File: src/rtl/fwd_pkg.sv
package fwd_pkg;
  typedef enum logic [1:0] {
    K_FWD  = 2'd0,
    K_PART = 2'd1,
    K_MEM  = 2'd2,
    K_UNC  = 2'd3
  } res_kind_e;

  localparam int DATA_W = 64;
endpackage

File: src/rtl/fwd_range_cmp.sv
module fwd_range_cmp #(
  parameter int ADDR_W = 16
) (
  input  logic [ADDR_W-1:0] ld_addr,
  input  logic [1:0]        ld_size,
  input  logic [ADDR_W-1:0] st_addr,
  input  logic [1:0]        st_size,
  input  logic              st_live,
  output logic              full_hit,
  output logic              any_hit
);
  localparam int EW = ADDR_W + 1;

  logic [EW-1:0] l_lo, l_hi, s_lo, s_hi;

  always_comb begin
    l_lo = {1'b0, ld_addr};
    s_lo = {1'b0, st_addr};
    l_hi = l_lo + (EW'(1) << ld_size);
    s_hi = s_lo + (EW'(1) << st_size);
    any_hit  = st_live && (l_lo < s_hi) && (l_hi > s_lo);
    full_hit = st_live && (l_lo >= s_lo) && (l_hi <= s_hi);
  end
endmodule

File: src/rtl/fwd_age_pick.sv
module fwd_age_pick #(
  parameter int SQ_DEPTH = 8,
  localparam int IW = $clog2(SQ_DEPTH)
) (
  input  logic [SQ_DEPTH-1:0] hit,
  input  logic [IW-1:0]       start_pos,
  input  logic [IW-1:0]       stop_ptr,
  output logic                found,
  output logic [IW-1:0]       sel
);
  logic [IW-1:0] span;

  always_comb begin
    span  = start_pos - stop_ptr;
    found = 1'b0;
    sel   = '0;
    // walk oldest-to-youngest so the youngest hit is written last
    for (int k = SQ_DEPTH - 1; k >= 1; k--) begin
      if ((IW'(k) <= span) && hit[start_pos - IW'(k)]) begin
        found = 1'b1;
        sel   = start_pos - IW'(k);
      end
    end
  end
endmodule

File: src/rtl/fwd_align.sv
module fwd_align (
  input  logic [63:0] st_data,
  input  logic [1:0]  st_size,
  input  logic [2:0]  ld_lsb,
  input  logic [1:0]  ld_size,
  output logic [63:0] ld_data
);
  logic [2:0]  off;
  logic [2:0]  smask;
  logic [63:0] shifted;

  always_comb begin
    smask   = 3'((4'd1 << st_size) - 4'd1);
    off     = ld_lsb & smask;
    shifted = st_data >> {off, 3'b000};
    unique case (ld_size)
      2'd0:    ld_data = {56'd0, shifted[7:0]};
      2'd1:    ld_data = {48'd0, shifted[15:0]};
      2'd2:    ld_data = {32'd0, shifted[31:0]};
      default: ld_data = shifted;
    endcase
  end
endmodule

File: src/rtl/fwd_hazard_track.sv
module fwd_hazard_track #(
  parameter int SEQ_W    = 16,
  parameter int LQ_IDX_W = 4
) (
  input  logic                clk,
  input  logic                rst_n,
  input  logic                rec_part,
  input  logic                rec_mem_blk,
  input  logic [SEQ_W-1:0]    ld_seq,
  input  logic [LQ_IDX_W-1:0] ld_lq_idx,
  input  logic [SEQ_W-1:0]    st_seq,
  input  logic                stall_release,
  input  logic                blk_release,
  output logic                stall_valid,
  output logic [SEQ_W-1:0]    stall_store_seq,
  output logic [LQ_IDX_W-1:0] stall_lq_idx,
  output logic                blk_valid,
  output logic [SEQ_W-1:0]    blk_seq
);
  logic [SEQ_W-1:0] stall_ld_seq;
  logic             stall_cur, blk_cur;
  logic             take_stall, take_blk;

  always_comb begin
    stall_cur  = stall_valid && !stall_release;
    blk_cur    = blk_valid && !blk_release;
    take_stall = rec_part && (!stall_cur || (ld_seq < stall_ld_seq));
    take_blk   = rec_mem_blk && !(blk_cur && (blk_seq < ld_seq));
  end

  always_ff @(posedge clk) begin
    if (!rst_n) begin
      stall_valid     <= 1'b0;
      stall_store_seq <= '0;
      stall_lq_idx    <= '0;
      stall_ld_seq    <= '0;
      blk_valid       <= 1'b0;
      blk_seq         <= '0;
    end else begin
      if (take_stall) begin
        stall_valid     <= 1'b1;
        stall_store_seq <= st_seq;
        stall_lq_idx    <= ld_lq_idx;
        stall_ld_seq    <= ld_seq;
      end else if (stall_release) begin
        stall_valid <= 1'b0;
      end
      if (take_blk) begin
        blk_valid <= 1'b1;
        blk_seq   <= ld_seq;
      end else if (blk_release) begin
        blk_valid <= 1'b0;
      end
    end
  end
endmodule

File: src/rtl/fwd_lookup_unit.sv
module fwd_lookup_unit
  import fwd_pkg::*;
#(
  parameter int SQ_DEPTH = 8,
  parameter int ADDR_W   = 16,
  parameter int SEQ_W    = 16,
  parameter int LQ_DEPTH = 16,
  localparam int SQ_IDX_W = $clog2(SQ_DEPTH),
  localparam int LQ_IDX_W = $clog2(LQ_DEPTH)
) (
  input  logic                               clk,
  input  logic                               rst_n,
  input  logic                               ld_valid,
  output logic                               ld_ready,
  input  logic [ADDR_W-1:0]                  ld_addr,
  input  logic [1:0]                         ld_size,
  input  logic [SEQ_W-1:0]                   ld_seq,
  input  logic [LQ_IDX_W-1:0]                ld_lq_idx,
  input  logic [SQ_IDX_W-1:0]                ld_sq_pos,
  input  logic                               ld_uncached,
  input  logic                               ld_at_head,
  input  logic                               ld_commit_ok,
  input  logic [SQ_IDX_W-1:0]                sq_wb_ptr,
  input  logic [SQ_DEPTH-1:0]                sq_filled,
  input  logic [SQ_DEPTH-1:0]                sq_uncached,
  input  logic [SQ_DEPTH-1:0][ADDR_W-1:0]    sq_addr,
  input  logic [SQ_DEPTH-1:0][1:0]           sq_size,
  input  logic [SQ_DEPTH-1:0][DATA_W-1:0]    sq_data,
  input  logic [SQ_DEPTH-1:0][SEQ_W-1:0]     sq_seq,
  input  logic                               cache_blocked,
  output logic                               out_valid,
  input  logic                               out_ready,
  output logic [1:0]                         out_kind,
  output logic [DATA_W-1:0]                  out_data,
  output logic [SEQ_W-1:0]                   out_seq,
  output logic [LQ_IDX_W-1:0]                out_lq_idx,
  output logic                               stall_valid,
  output logic [SEQ_W-1:0]                   stall_store_seq,
  output logic [LQ_IDX_W-1:0]                stall_lq_idx,
  input  logic                               stall_release,
  output logic                               blk_valid,
  output logic [SEQ_W-1:0]                   blk_seq,
  input  logic                               blk_release
);
  logic [SQ_DEPTH-1:0] full_v, any_v;
  logic                found;
  logic [SQ_IDX_W-1:0] sel;
  logic [DATA_W-1:0]   fwd_data;
  logic                refuse, fire;
  res_kind_e           kind_nx;
  logic [DATA_W-1:0]   data_nx;

  for (genvar g = 0; g < SQ_DEPTH; g++) begin : g_cmp
    fwd_range_cmp #(.ADDR_W(ADDR_W)) cmp_i (
      .ld_addr (ld_addr),
      .ld_size (ld_size),
      .st_addr (sq_addr[g]),
      .st_size (sq_size[g]),
      .st_live (sq_filled[g] && !sq_uncached[g]),
      .full_hit(full_v[g]),
      .any_hit (any_v[g])
    );
  end

  fwd_age_pick #(.SQ_DEPTH(SQ_DEPTH)) pick_i (
    .hit      (any_v),
    .start_pos(ld_sq_pos),
    .stop_ptr (sq_wb_ptr),
    .found    (found),
    .sel      (sel)
  );

  fwd_align align_i (
    .st_data(sq_data[sel]),
    .st_size(sq_size[sel]),
    .ld_lsb (ld_addr[2:0]),
    .ld_size(ld_size),
    .ld_data(fwd_data)
  );

  always_comb begin
    ld_ready = !out_valid || out_ready;
    fire     = ld_valid && ld_ready;
    refuse   = ld_uncached && !(ld_at_head && ld_commit_ok);
    if (refuse)           kind_nx = K_UNC;
    else if (!found)      kind_nx = K_MEM;
    else if (full_v[sel]) kind_nx = K_FWD;
    else                  kind_nx = K_PART;
    data_nx = (kind_nx == K_FWD) ? fwd_data : '0;
  end

  always_ff @(posedge clk) begin
    if (!rst_n) begin
      out_valid  <= 1'b0;
      out_kind   <= 2'd0;
      out_data   <= '0;
      out_seq    <= '0;
      out_lq_idx <= '0;
    end else if (fire) begin
      out_valid  <= 1'b1;
      out_kind   <= kind_nx;
      out_data   <= data_nx;
      out_seq    <= ld_seq;
      out_lq_idx <= ld_lq_idx;
    end else if (out_ready) begin
      out_valid <= 1'b0;
    end
  end

  fwd_hazard_track #(.SEQ_W(SEQ_W), .LQ_IDX_W(LQ_IDX_W)) haz_i (
    .clk            (clk),
    .rst_n          (rst_n),
    .rec_part       (fire && (kind_nx == K_PART)),
    .rec_mem_blk    (fire && (kind_nx == K_MEM) && cache_blocked),
    .ld_seq         (ld_seq),
    .ld_lq_idx      (ld_lq_idx),
    .st_seq         (sq_seq[sel]),
    .stall_release  (stall_release),
    .blk_release    (blk_release),
    .stall_valid    (stall_valid),
    .stall_store_seq(stall_store_seq),
    .stall_lq_idx   (stall_lq_idx),
    .blk_valid      (blk_valid),
    .blk_seq        (blk_seq)
  );
endmodule

File: config.mk
export PLATFORM = sky130hd
export DESIGN_NAME = fwd_lookup_unit
export DESIGN_NICKNAME = d
export VERILOG_FILES = /design/src/rtl/fwd_pkg.sv /design/src/rtl/fwd_range_cmp.sv /design/src/rtl/fwd_age_pick.sv /design/src/rtl/fwd_align.sv /design/src/rtl/fwd_hazard_track.sv /design/src/rtl/fwd_lookup_unit.sv
export SDC_FILE = /design/constraint.sdc
export NUM_CORES = 2
export LEC_CHECK = 0
export BUFFER_PORTS_ARGS = -buffer_cell sky130_fd_sc_hd__buf_2
export CORE_AREA = 2 2 386 388
export DETAILED_ROUTE_END_ITERATION = 7
export DIE_AREA = 0 0 388 390
export PLACE_DENSITY = 0.49
export SLEW_MARGIN = 10
export SYNTH_ARGS = -nofsm -noshare
export SYNTH_HDL_FRONTEND = slang
export SYNTH_SLANG_ARGS = --single-unit
File: constraint.sdc
create_clock -name clk -period 15.1 [get_ports clk]
set_input_delay 3.02 -clock clk [delete_from_list [all_inputs] [get_ports clk]]
set_output_delay 3.02 -clock clk [all_outputs]
set_load 0.005 [all_outputs]
Yosys cells after proc, flatten, opt, wreduce, memory -nomap -nowiden
Cells that the tools add are included.
W data, S select, Z words.
Cells by class
  add/sub/neg operators: 18
  $lt $le $gt $ge: 49
  equal/unequal tests: 4
  shift operators: 11
  multiplexer cells: 47
  bitwise gates (word level): 1
  reductions and logical operators: 79
Operator list (count)
  $bmux W64 S3: 1
  $pmux W64 S3: 1
  $add A16 B17 Y17: 9
  $shl A1 B2 Y17 const A: 9
  $gt A17 B16 Y1: 8
  $le A17 B17 Y1: 8
  $lt A16 B17 Y1: 8
  $ge A16 B16 Y1: 8
  $mux W64: 2
  $shr A64 B6 Y64: 1
  $logic_and A1 B1 Y1: 58
  $bmux W16 S3: 1
  $lt A16 B16 Y1: 2
  $lt A3 B4 Y1 const B: 8
  $bmux W1 S3: 8
  $mux W1: 22
  $mux W3: 7
  $mux W16: 1
  $logic_not A1 Y1: 14
  $le A3 B3 Y1 const A: 4
  $sub A3 B3 Y3 const B: 4
  $bmux W2 S3: 1
  $le A2 B3 Y1 const A: 2
  $mux W2: 3
  11 further kinds: 19
Word-level totals
  register bits: 141
  output and inout bits: 126

Depth between registers and ports, before layout
  word-level depth: 25
  mapped depth: 35
  mapped depth without buffers: 30

Hierarchy
From an unflattened synthesis, not the netlist that was laid out.
Unflattened totals
  cells, all modules: 3412
  area total of the unflattened synthesis: 30391.6 µm²
Modules (own cells, without submodules)
  fwd_lookup_unit: times used 1, cells an instance 552, area an instance 7687.4 µm², seq. area each 1741.7 µm²
  fwd_range_cmp at g_cmp[4].cmp_i ...: times used 3, cells an instance 264, area an instance 2139.6 µm², seq. area each 0.0 µm²
  fwd_range_cmp at g_cmp[1].cmp_i ...: times used 2, cells an instance 270, area an instance 2158.3 µm², seq. area each 0.0 µm²
  fwd_hazard_track: times used 1, cells an instance 327, area an instance 2882.8 µm², seq. area each 1081.0 µm²
  fwd_range_cmp at g_cmp[3].cmp_i: times used 1, cells an instance 276, area an instance 2153.3 µm², seq. area each 0.0 µm²
  fwd_range_cmp at g_cmp[7].cmp_i: times used 1, cells an instance 274, area an instance 2139.6 µm², seq. area each 0.0 µm²
  fwd_range_cmp at g_cmp[0].cmp_i: times used 1, cells an instance 270, area an instance 2135.8 µm², seq. area each 0.0 µm²
  fwd_align: times used 1, cells an instance 289, area an instance 1933.1 µm², seq. area each 0.0 µm²
  fwd_age_pick: times used 1, cells an instance 92, area an instance 724.4 µm², seq. area each 0.0 µm²

Worst setup path before layout
No wires, ideal clock.
  path kind: input port to flip-flop
  start: input ld_size[1]
  end: register out_data[11]
  library setup time: 0.132 ns
  data arrival time: 10.029 ns
  data required time: 14.968 ns
  slack: 4.938 ns
  stages on the path: 30
  buffers on the path: 4
  cell sequence: clkbuf_1 -> nor2_1 -> ha_1 -> fa_1 -> a31oi_1 -> nand3_1 -> nand2_1 -> nor3_1 -> xnor2_1 -> ha_1 -> a2111oi_0 -> o21ai_1 -> a22o_1 -> o211ai_1 -> nand2_1 -> a32o_1 -> a22o_1 -> or3_4 -> o311a_1 -> o311ai_4 -> or2_1 -> buf_4 -> o32ai_2 -> nor4_4 -> o21ai_2 -> buf_2 -> buf_2 -> a211o_1 -> a32oi_1 -> o21ai_0
Between the ends
  cells in the longest elaborated chain, start to end: 22
  elaborated cells between the ends (all ways): 88
RTL lines
  start: declaration: line fwd_lookup_unit.sv:16  | input logic [1:0] ld_size,
  $shl A1 B2 Y17: line fwd_range_cmp.sv:19  | l_hi = l_lo + (EW'(1) << ld_size);
  $add A16 B17 Y17: line fwd_range_cmp.sv:19
  $gt A17 B16 Y1: line fwd_range_cmp.sv:21  | any_hit = st_live && (l_lo < s_hi) && (l_hi > s_lo);
  $logic_and A1 B1 Y1: line fwd_range_cmp.sv:21
  $bmux W1 S3: line fwd_age_pick.sv:19  | if ((IW'(k) <= span) && hit[start_pos - IW'(k)]) begin
  $mux W1 (not written as such): line fwd_age_pick.sv:19
  $logic_and A1 B1 Y1: line fwd_age_pick.sv:19
  $mux W3 (7 in series): line fwd_age_pick.sv:19
  $bmux W2 S3: line fwd_lookup_unit.sv:75  | .st_size(sq_size[sel]),
  $mux W2 (not written as such): line fwd_lookup_unit.sv:75
  $shl A1 B2 Y3: line fwd_align.sv:13  | smask = 3'((4'd1 << st_size) - 4'd1);
  $sub A3 B1 Y3: line fwd_align.sv:13
  $and A3 B3 Y3: line fwd_align.sv:14  | off = ld_lsb & smask;
  $shr A64 B6 Y64: line fwd_align.sv:15  | shifted = st_data >> {off, 3'b000};
  $pmux W64 S3: line fwd_align.sv:16  | unique case (ld_size)
  $mux W64 *: line fwd_lookup_unit.sv:89  | data_nx = (kind_nx == K_FWD) ? fwd_data : '0;
  end signal: assignment: line fwd_lookup_unit.sv:102  | out_data <= data_nx;
  end: declaration: line fwd_lookup_unit.sv:34  | output logic [DATA_W-1:0] out_data,
Mark *: on every way between the ends. The rest lies on a longest branch, timed or not. The select of a mux whose other input is x is not followed.
A chain may end at the register's enable or synchronous reset.

Final worst setup path
  start: input ld_size[1]
  end: register out_data[37]
The elaborated chain is that of the path after synthesis.

==> flow_metrics.env <==
export IMPL_outcome="finished, final reports clean"
export IMPL_final_cell_mix="buf_2, ha_1, nand2_1"
export IMPL_vias_per_cell=5.275
export IMPL_layout_nets=6065
export IMPL_worstHoldStart="out_data[51]"
export IMPL_worst_hold_path_endpoint="out_data[51]"
export IMPL_yosysWarnings=0
export IMPL_crit_top_cell="nor2_1"
export IMPL_holdCritPathClass="register to register"
export IMPL_fmax_ghz=0.07828
export IMPL_cts_max_level=4
export IMPL_layout_drive_gt1_share_pct=26.20
export IMPL_wl_met1_um=86360
export IMPL_root_buffer="clkbuf_16"
export IMPL_wl_per_cell_um=31.26
export IMPL_synth_seq_cells=141
export IMPL_synth_cells=3710
export IMPL_met3_length_um=22320
export IMPL_fp_dieH_um=390
export IMPL_p_int_mw=1.329
export IMPL_ios=980
export IMPL_grt_max_degree=112
export IMPL_slowest_stage="a21oi_4"
export IMPL_critical_path_class="primary input to register"
export IMPL_port_buffers=979
export IMPL_syn_to_final_growth_pct=27.52
export IMPL_first_iter_violations=3574
export IMPL_worstReg2RegEnd="haz_i.stall_ld_seq[1]"
export IMPL_max_cap_violations=0
export IMPL_r2r_start="haz_i.stall_ld_seq[1]"
export IMPL_dieArea_mm2=0.1513
export IMPL_cts_buffers=17
export IMPL_post_place_ws_ps=2110
export IMPL_final_util_pct=25.00
export IMPL_place_hpwl_um=175700
export IMPL_fin_area_mm2=0.03678
export IMPL_clock_latency_ps=460
export IMPL_postCtsSetupBuffers=0
export IMPL_crit_path_end_kind="register"
export IMPL_vias=34900
export IMPL_slew_headroom_pct=12.14
export IMPL_p_per_area_mw_per_mm2=77.21
export IMPL_path_clk_slew_ps=60
export IMPL_power_frac_clock_pct=15.3
export IMPL_rows=141
export IMPL_cts_resized=0
export IMPL_p_leak_nw=18.18
export IMPL_grt_ovfl_total=0
export IMPL_synth_avg_cell_area_um2=7.775
export IMPL_core_mm2=0.1471
export IMPL_critical_path_max_fanout=60
export IMPL_drc_errors=0
export IMPL_max_stage_delay_ps=1010
export IMPL_grt_pass1_wl_um=273700
export IMPL_combPwrFrac_pct=70.5
export IMPL_power_switching_mw=1.511
export IMPL_hold_path_depth=2
export IMPL_cts_tree="yes"
export IMPL_startpoint_type="primary input"
export IMPL_drv_slew=0
export IMPL_seq_power_share_pct=14.2
export IMPL_yosysSeqAreaShare_pct=9.785
export IMPL_rsz0062_at_grt="no"
export IMPL_routed_top_layer="met5"
export IMPL_grt_usage_pct=26.01
export IMPL_setup_tns_ps=0
export IMPL_ys_types=99
export IMPL_ant_nets=0
export IMPL_grt_pass1_vias=33090
export IMPL_routabilityCongestion=1.016
export IMPL_initial_utilization_pct=19.61
export IMPL_layout_min_cycle_time_ps=12770
export IMPL_required_ps=15440
export IMPL_syn_area_mm2=0.02885
export IMPL_setup_viol=0
export IMPL_wl_um=206800
export IMPL_synth_flop_cell="dfxtp_1"
export IMPL_clkSinkCount=141
export IMPL_grt_antenna_before_repair=117
export IMPL_dieWidth_um=388
export IMPL_hold_viol=0
export IMPL_place_area_mm2=0.03608
export IMPL_drt_pass1_iter_count=8
export IMPL_period_share_pct=84.60
export IMPL_r2r_cells=19
export IMPL_ir_drop_uv=58.13
export IMPL_cts_hold_buf=0
export IMPL_finClkSkew_ps=19.30
export IMPL_synth_nets=5154
export IMPL_netSwitchingFraction_pct=53.20
export IMPL_worst_pin_slew_ps=1313
export IMPL_cts_path_max_buffers=2
export IMPL_async_reset_ff_share_pct=0
export IMPL_ff2ff_setup_slack_ps=11080
export IMPL_wl_met2_um=90140
export IMPL_layout_setup_ws_ps=2326
export IMPL_cp_arrival_ps=13120
export IMPL_fin_hold_ws_ps=437.0
export IMPL_final_common_cell="buf_2"
export IMPL_synth_edf_count=0
-- critical path, delay by kind of cell --
kind                       cells  cell delay, ps
AOI/OAI and AO/OA             14            3690
xor gates and xnor gates       1             830
adders and majority gates      2             470
buffers and inverters          5            1900
muxes                          2             920
and+or+nand+nor                8            2250
-- through the flow --
stage          total power, mW  cells
3_3_place_gp             2.358   6532
3_5_place_dp             2.370   6532
5_1_grt                  2.999   6581
6_report                 2.840   6615
2_1_floorplan            1.537   3710
4_1_cts                  2.812   6563
-- worst max path at each step --
| stage | start | endpoint | slack [ps] |
|---|---|---|---|
| final | ld_size[1] | out_data[37] | 2330 |
| after global routing | ld_size[1] | out_data[36] | 1930 |
| after CTS | ld_size[1] | out_data[36] | 2550 |
| after detailed placement | ld_size[1] | out_data[36] | 2110 |
| after global placement | ld_size[1] | out_data[58] | 2250 |
| after floorplan | ld_size[1] | out_data[11] | 4940 |
-- Yosys cell counts (13+ instances only) --
cell	number	share of area, %
a211o_1	24	0.73
a211oi_1	73	1.9
a21o_1	156	4.1
a21oi_1	268	4.6
a221o_1	13	0.45
a221oi_1	21	0.64
a22o_1	18	0.55
a22oi_1	40	1.0
a31o_2	16	0.49
a31oi_1	26	0.56
a32oi_1	15	0.46
and2_1	34	0.74
and3_1	22	0.48
buf_2	58	1.0
buf_4	15	0.39
clkbuf_1	72	0.94
dfxtp_1	141	9.8
ha_1	580	25
inv_1	194	2.5
mux2_2	25	0.98
mux2i_1	160	5.6
mux4_2	37	2.9
nand2_1	488	6.4
nand2b_1	46	1.0
nand3_1	118	2.0
nand4_1	84	1.8
nor2_1	186	2.4
nor2b_1	46	1.0
nor3_1	67	1.2
nor4_1	35	0.76
o211a_1	19	0.66
o211ai_1	34	0.88
o21a_1	47	1.2
o21ai_0	125	2.2
o21bai_1	13	0.34
o221ai_1	18	0.55
o31ai_1	13	0.34
or3_1	14	0.30
or4_1	15	0.39
xnor2_1	117	3.6
xor2_1	17	0.52
-- per-layer routing --
metal,GRT usage [%],up-vias
met4,8.829,60
met3,9.582,264
met2,40.27,1802
met1,33.06,16910
met5,0,-
li1,-,15870
-- state kept, by name, indices dropped and copies added, names as in the netlist --
| name | cells |
|---|---|
| out_data | 64 |
| haz_i.blk_seq | 16 |
| haz_i.stall_ld_seq | 16 |
| haz_i.stall_store_seq | 16 |
| out_seq | 16 |
| haz_i.stall_lq_idx | 4 |
| out_lq_idx | 4 |
| out_kind | 2 |
| haz_i.blk_valid | 1 |
| haz_i.stall_valid | 1 |
| out_valid | 1 |
-- power by group through the flow --
stage | clock network (mW) | registers (mW) | logic [mW]
6_report | 0.434 | 0.405 | 2.00
5_1_grt | 0.455 | 0.406 | 2.14
4_1_cts | 0.441 | 0.404 | 1.97
2_1_floorplan | 0 | 0.408 | 1.13
3_3_place_gp | 0 | 0.413 | 1.95
3_5_place_dp | 0 | 0.413 | 1.96
-- cells by family (layout without fill, tap and decap cells) --
family          count (synthesis)  after routing  share of synthesized area [%]
compound gates               1067           1067                          25.90
xor+xnor                      134            134                          4.069
fa+ha+maj                     590            590                          25.85
buf+inv                       356           1279                          5.157
flops                         141            141                          9.785
mux                           223            223                          9.456
other cells                     0             52                              0
simple gates                 1199           1199                          19.78
-- cell type report --
class                      count  area [um2]
sequential                   141        2823
timing repair buffer        1051        5453
clock inverter                13       141.4
antenna                       52       130.1
inverter                     197       739.5
clock buffer                  18       429.2
tap                         1930        2415
multi-input combinational   3213       24650
fill                       16430      110400
No activity file was read; power rests on OpenSTA's default activity.
